$ cat src/rtl/sup_pkg.sv
`timescale 1ns/1ps
package sup_pkg;
  // synchronized view of the comparator and pushbutton lines
  typedef struct packed {
    logic vcc_low;
    logic aux_low;
    logic batt_gt;
    logic btn_n;
  } cmp_t;

  localparam int CMP_W = $bits(cmp_t);

  // pessimistic power-on view: supplies low, no battery, button released
  localparam cmp_t CMP_RST = '{vcc_low: 1'b1, aux_low: 1'b1, batt_gt: 1'b0, btn_n: 1'b1};
endpackage

$ cat src/rtl/sup_sync.sv
`timescale 1ns/1ps
module sup_sync #(
  parameter int              W       = 4,
  parameter int              STAGES  = 2,
  parameter logic [W-1:0]    RST_VAL = '0
) (
  input  logic         clk,
  input  logic         rst,
  input  logic [W-1:0] d,
  output logic [W-1:0] q
);
  logic [STAGES-1:0][W-1:0] stg;

  always_ff @(posedge clk) begin
    if (rst) begin
      for (int i = 0; i < STAGES; i++) stg[i] <= RST_VAL;
    end else begin
      stg[0] <= d;
      for (int i = 1; i < STAGES; i++) stg[i] <= stg[i-1];
    end
  end

  assign q = stg[STAGES-1];
endmodule

$ cat src/rtl/sup_debounce.sv
`timescale 1ns/1ps
module sup_debounce #(
  parameter int DEB_CYCLES = 8
) (
  input  logic clk,
  input  logic rst,
  input  logic raw,
  output logic level
);
  localparam int CW = $clog2(DEB_CYCLES + 1);

  logic [CW-1:0] cnt;

  always_ff @(posedge clk) begin
    if (rst) begin
      level <= 1'b1;
      cnt   <= '0;
    end else if (raw == level) begin
      cnt <= '0;
    end else if (cnt == CW'(DEB_CYCLES - 1)) begin
      level <= raw;
      cnt   <= '0;
    end else begin
      cnt <= cnt + 1'b1;
    end
  end


  level_accept_chk: assert property (@(posedge clk) disable iff (rst)
    !$stable(level) |-> ($past(cnt) == CW'(DEB_CYCLES - 1)));
endmodule

$ cat src/rtl/sup_stretch.sv
`timescale 1ns/1ps
module sup_stretch #(
  parameter int STAB_CYCLES = 40
) (
  input  logic clk,
  input  logic rst,
  input  logic hold,
  output logic active
);
  localparam int CW = $clog2(STAB_CYCLES + 1);

  logic [CW-1:0] cnt;

  always_ff @(posedge clk) begin
    if (rst || hold) begin
      active <= 1'b1;
      cnt    <= '0;
    end else if (active) begin
      if (cnt == CW'(STAB_CYCLES - 1)) active <= 1'b0;
      else                             cnt    <= cnt + 1'b1;
    end
  end


  hold_forces_chk: assert property (@(posedge clk) disable iff (rst)
    hold |=> active);


  release_quiet_chk: assert property (@(posedge clk) disable iff (rst)
    $fell(active) |-> ($past(!hold) && $past(cnt) == CW'(STAB_CYCLES - 1)));
endmodule

$ cat src/rtl/supply_sequencer.sv
`timescale 1ns/1ps
module supply_sequencer #(
  parameter int STAB_CYCLES    = 50_000_000,
  parameter int DEB_CYCLES     = 1_000_000,
  parameter bit RST_ACTIVE_LOW = 1'b1
) (
  input  logic clk,
  input  logic rst,
  input  logic vcc_low_i,
  input  logic aux_low_i,
  input  logic batt_gt_vcc_i,
  input  logic mr_btn_n_i,
  output logic sys_rst_o,
  output logic vcc_warn_o,
  output logic aux_ok_o,
  output logic batt_sel_o
);
  import sup_pkg::*;

  cmp_t              raw_in;
  cmp_t              syn;
  logic [CMP_W-1:0]  syn_v;
  logic              btn_level;
  logic              btn_pressed;
  logic              hold;
  logic              rst_act;
  logic              warn_q;
  logic              aux_ok_q;
  logic              batt_q;

  always_comb begin
    raw_in.vcc_low = vcc_low_i;
    raw_in.aux_low = aux_low_i;
    raw_in.batt_gt = batt_gt_vcc_i;
    raw_in.btn_n   = mr_btn_n_i;
  end

  sup_sync #(.W(CMP_W), .STAGES(2), .RST_VAL(CMP_RST)) u_sync (
    .clk (clk),
    .rst (rst),
    .d   (raw_in),
    .q   (syn_v)
  );
  assign syn = cmp_t'(syn_v);

  sup_debounce #(.DEB_CYCLES(DEB_CYCLES)) u_deb (
    .clk   (clk),
    .rst   (rst),
    .raw   (syn.btn_n),
    .level (btn_level)
  );
  assign btn_pressed = ~btn_level;
  assign hold        = syn.vcc_low | btn_pressed;

  sup_stretch #(.STAB_CYCLES(STAB_CYCLES)) u_stretch (
    .clk    (clk),
    .rst    (rst),
    .hold   (hold),
    .active (rst_act)
  );

  always_ff @(posedge clk) begin
    if (rst) begin
      warn_q   <= 1'b1;
      aux_ok_q <= 1'b0;
      batt_q   <= 1'b0;
    end else begin
      warn_q   <= syn.vcc_low;
      aux_ok_q <= ~syn.aux_low;
      batt_q   <= syn.vcc_low & syn.batt_gt;
    end
  end

  generate
    if (RST_ACTIVE_LOW) begin : g_rst_low
      assign sys_rst_o = ~rst_act;
    end else begin : g_rst_high
      assign sys_rst_o = rst_act;
    end
  endgenerate

  assign vcc_warn_o = warn_q;
  assign aux_ok_o   = aux_ok_q;
  assign batt_sel_o = batt_q;


  batt_needs_reset_chk: assert property (@(posedge clk) disable iff (rst)
    batt_q |-> rst_act);


  warn_needs_reset_chk: assert property (@(posedge clk) disable iff (rst)
    warn_q |-> rst_act);


  press_forces_chk: assert property (@(posedge clk) disable iff (rst)
    btn_pressed |=> rst_act);
endmodule

$ cat config.mk
export PLATFORM = sky130hd
export DESIGN_NAME = supply_sequencer
export DESIGN_NICKNAME = d
export VERILOG_FILES = /design/src/rtl/sup_pkg.sv /design/src/rtl/sup_sync.sv /design/src/rtl/sup_debounce.sv /design/src/rtl/sup_stretch.sv /design/src/rtl/supply_sequencer.sv
export SDC_FILE = /design/constraint.sdc
export NUM_CORES = 1
export LEC_CHECK = 0
export BUFFER_PORTS_ARGS = -buffer_cell sky130_fd_sc_hd__buf_2
export CAP_MARGIN = 20
export CORE_UTILIZATION = 35
export CTS_BUF_LIST = sky130_fd_sc_hd__clkbuf_16
export DETAILED_ROUTE_END_ITERATION = 7
export PLACE_DENSITY = 0.56
export SLEW_MARGIN = 30
export SYNTH_ARGS = -nofsm -noshare
export SYNTH_HDL_FRONTEND = slang
export SYNTH_SLANG_ARGS = --single-unit
export TNS_END_PERCENT = 50
$ cat constraint.sdc
create_clock -name clk -period 5.6 [get_ports clk]
set_clock_uncertainty 0.05 [all_clocks]
set_input_delay 0.28 -clock clk [delete_from_list [all_inputs] [get_ports clk]]
set_output_delay 0.28 -clock clk [all_outputs]
set_load 0.01 [all_outputs]
==> impl_metrics.csv <==
group,metric,value,unit
floorplanning,initial_core_util,36.8,%
final_layout,num-fill-cells,674,
detailed_routing,drt-total-wl,4.44,mm
grt,grt_max_degree,26,
worst_hold_path,min_to,"u_sync.stg[2]$_SDFF_PP1_",
critical_path,cp.arrival,2.40,ns
detailed_routing,drc,0,
critical_path,regToRegStartpoint,"u_stretch.cnt[0]$_SDFFE_PP0P_",
grt,grt_overflow,0,
timing,min_period,2.21,ns
pwr,power,1.04,mW
final_layout,final_layout_size_suffix_gt1_share,15.5,%
critical_path,end_kind,"register",
critical_path,cp_max_fo,11,
clock_network,path_clk_slew,0.05,ns
critical_path,cp_top_family,"simple AND/OR/NAND/NOR gates",
final_layout,finish.net_count,300,
detailed_routing,vias_per_cell,4.63,
critical_path,regToRegSetupSlack,3.39,ns
floorplanning,die-area,7560,µm²
status,outcome,"complete, no violations",
floorplanning,row_count,30,
final_layout,regArea,1180,µm²
timing,post-route-period-util,39.5,%
critical_path,crit_buf_inv,1,
floorplanning,io_pins,10,
timing,max_slew_margin,41.1,%
critical_path,crit_type,"register to register",
pwr,ir_worst_vdd,0.000246,V
clock_network,cts_root_buf,"clkbuf_16",
timing,rsz0062_at_grt,"false",
worst_hold_path,hp-class,"input port to register",
clock_network,cts_hold_buf,0,
critical_path,reg2reg_to,"u_stretch.cnt[8]$_SDFFE_PP0P_",
pwr,p_leak,1.00,nW
timing,fmax,0.452,GHz
detailed_routing,first_pass_iters,4,
clock_network,clock_path_buffers,2,
flow_run,maxCapViolations,0,
clock_network,clock_latency,0.32,ns
worst_hold_path,holdPathStages,2,
detailed_routing,wl_per_cell,11.3,µm
timing,tightest_slew,0.881,ns
clock_network,numClockSinks,59,
synthesis,synthCells,278,
final_layout,postLayoutCoreUtil,43.3,%
clock_network,cts_made_buffers,9,
synthesis,ys_ff_latch,59,
placed_design,hpwl,2.98,mm
synthesis,ys_types,42,
synthesis,postSynthAreaPerCell,9.08,µm²
grt,grt_pass1_vias,1703,
clock_network,cts_resized,0,
pwr,powerDensity,351,nW/µm²
grt,antenna_found_initial,0,
critical_path,slowest_delay,0.67,ns
final_layout,mostFrequentLayoutCells,"59 x dfxtp_1, 50 x nor2_1, 29 x xor2_1",
placed_design,gp_congestion,0.807,
grt,grt_pass1_wl,7.60,mm
floorplanning,core_area,6870,µm²
floorplanning,die_y,86.9,µm
critical_path,reg2regPathDepth,6,
clock_network,post_cts_buffers,0,
synthesis,yosysWarnings,0,
critical_path,path_cells,"ha_1 > nand3_2 > nor2_2 > inv_1 > or4_2 > a21oi_2",
synthesis,synth-seq-area-share,46.8,%
worst_hold_path,hold_start,"aux_low_i",
detailed_routing,via_count,1818,
final_layout,areaGrowthSynthToFinish,17.8,%
detailed_routing,drt_first_iter_violations,49,
detailed_routing,final_antenna_net_count,0,
timing,slew_violations,0,
timing,tns,0,ns
synthesis,synth_area,2520,µm²
critical_path,start_kind,"register",
clock_network,htree_levels,3,
final_layout,final_common_cell,"dfxtp_1",
final_layout,diodes,0,
floorplanning,die_w,86.9,µm
final_layout,multi_input_area,1270,µm²
synthesis,syn_nets,286,
timing,hold_violations,0,
clock_network,cts_tree,"built",
timing,finalSetupViolations,0,
critical_path,slowest_stage,"or4_2",
placed_design,place.port_buffers,9,
grt,grtUsageTotal,13.1,%
critical_path,critPathRequiredTime,5.79,ns
kinds of logic (layout without fill, tap and decap cells):
group | after synthesis | in the layout | share of synthesized area, %
xor gates and xnor gates | 37 | 37 | 13.1
and+or+nand+nor | 151 | 151 | 30.8
buffers and inverters | 12 | 31 | 2.77
AOI/OAI and AO/OA | 17 | 17 | 5.55
adders and majority gates | 2 | 2 | 0.991
DFF | 59 | 59 | 46.8
worst max path at each step:
| stage | slack, ns | end | cells after the start | from |
|---|---|---|---|---|
| detailed placement | 3.36 | u_stretch.cnt[3]$_SDFFE_PP0P_ | 5 | rst |
| floorplan | 3.67 | u_stretch.cnt[8]$_SDFFE_PP0P_ | 7 | u_stretch.cnt[0]$_SDFFE_PP0P_ |
| global placement | 3.44 | u_stretch.cnt[8]$_SDFFE_PP0P_ | 6 | u_stretch.cnt[0]$_SDFFE_PP0P_ |
| global route | 3.24 | u_stretch.cnt[8]$_SDFFE_PP0P_ | 6 | u_stretch.cnt[0]$_SDFFE_PP0P_ |
| finish | 3.39 | u_stretch.cnt[8]$_SDFFE_PP0P_ | 6 | u_stretch.cnt[0]$_SDFFE_PP0P_ |
| CTS | 3.39 | u_stretch.cnt[8]$_SDFFE_PP0P_ | 6 | u_stretch.cnt[0]$_SDFFE_PP0P_ |
synth_stat cells (all sizes together):
| master | n | area [µm²] |
|---|---|---|
| a311oi | 1 | 8.76 |
| or4 | 4 | 36.3 |
| dfxtp | 59 | 1180 |
| or4bb | 1 | 11.3 |
| nor2b | 2 | 12.5 |
| and2 | 2 | 12.5 |
| buf | 4 | 40.0 |
| o211ai | 2 | 15.0 |
| nand2 | 25 | 93.8 |
| nand4 | 13 | 81.3 |
| o21ai | 4 | 31.3 |
| a211o | 1 | 8.76 |
| a21oi | 5 | 36.3 |
| nor4 | 4 | 46.3 |
| a211oi | 2 | 15.0 |
| ha | 2 | 25.0 |
| and3 | 7 | 43.8 |
| o31ai | 1 | 7.51 |
| xnor2 | 7 | 61.3 |
| nor2 | 51 | 194 |
| nand3 | 25 | 130 |
| nand4bb | 1 | 16.3 |
| clkbuf | 2 | 7.51 |
| or2 | 6 | 37.5 |
| a31o | 1 | 17.5 |
| nor3 | 5 | 25.0 |
| or3 | 4 | 27.5 |
| and4 | 1 | 8.76 |
| xor2 | 30 | 270 |
| inv | 6 | 22.5 |
layout make-up:
class,instances,share of cell area (%)
multi-input cells,207,42.8
clock buffers,9,7.57
well taps,96,4.04
repair buffers,9,1.51
clock inverters,7,3.58
inverters,6,0.757
flip-flops and latches,59,39.7
power by group:
group          switching, mW  internal (mW)  leakage [nW]  total [mW]
logic                0.00598        0.00414         0.363      0.0101
registers            0.00136          0.424         0.477       0.426
clock network          0.181          0.428         0.162       0.609
total                  0.188          0.857          1.00        1.04
layer usage:
layer / GRT usage (%) / vias up / wire length, µm
li1: - / 977 / -
met1: 17.2 / 817 / 2400
met2: 19.6 / 18 / 1830
met3: 3.79 / 6 / 122
met4: 6.82 / 0 / 87
met5: 0 / - / 0
per-stage QoR:
stage	cell area (µm²)	worst slack, ns	hold WS [ns]	std cells
2_1_floorplan	2520	3.67	0.302	278
6_report	2970	3.39	0.0908	393
4_1_cts	2970	3.39	0.0858	393
3_3_place_gp	2640	3.44	0.331	377
5_1_grt	2970	3.24	0.0889	393
3_5_place_dp	2640	3.36	0.331	377
registers in the layout, indices dropped and copies added, names as in the netlist, 4 cells and up:
signal and flops:
u_deb.cnt 20, u_stretch.cnt 26, u_sync.q 4, u_sync.stg 4
No activity file was read; power rests on OpenSTA's default activity.
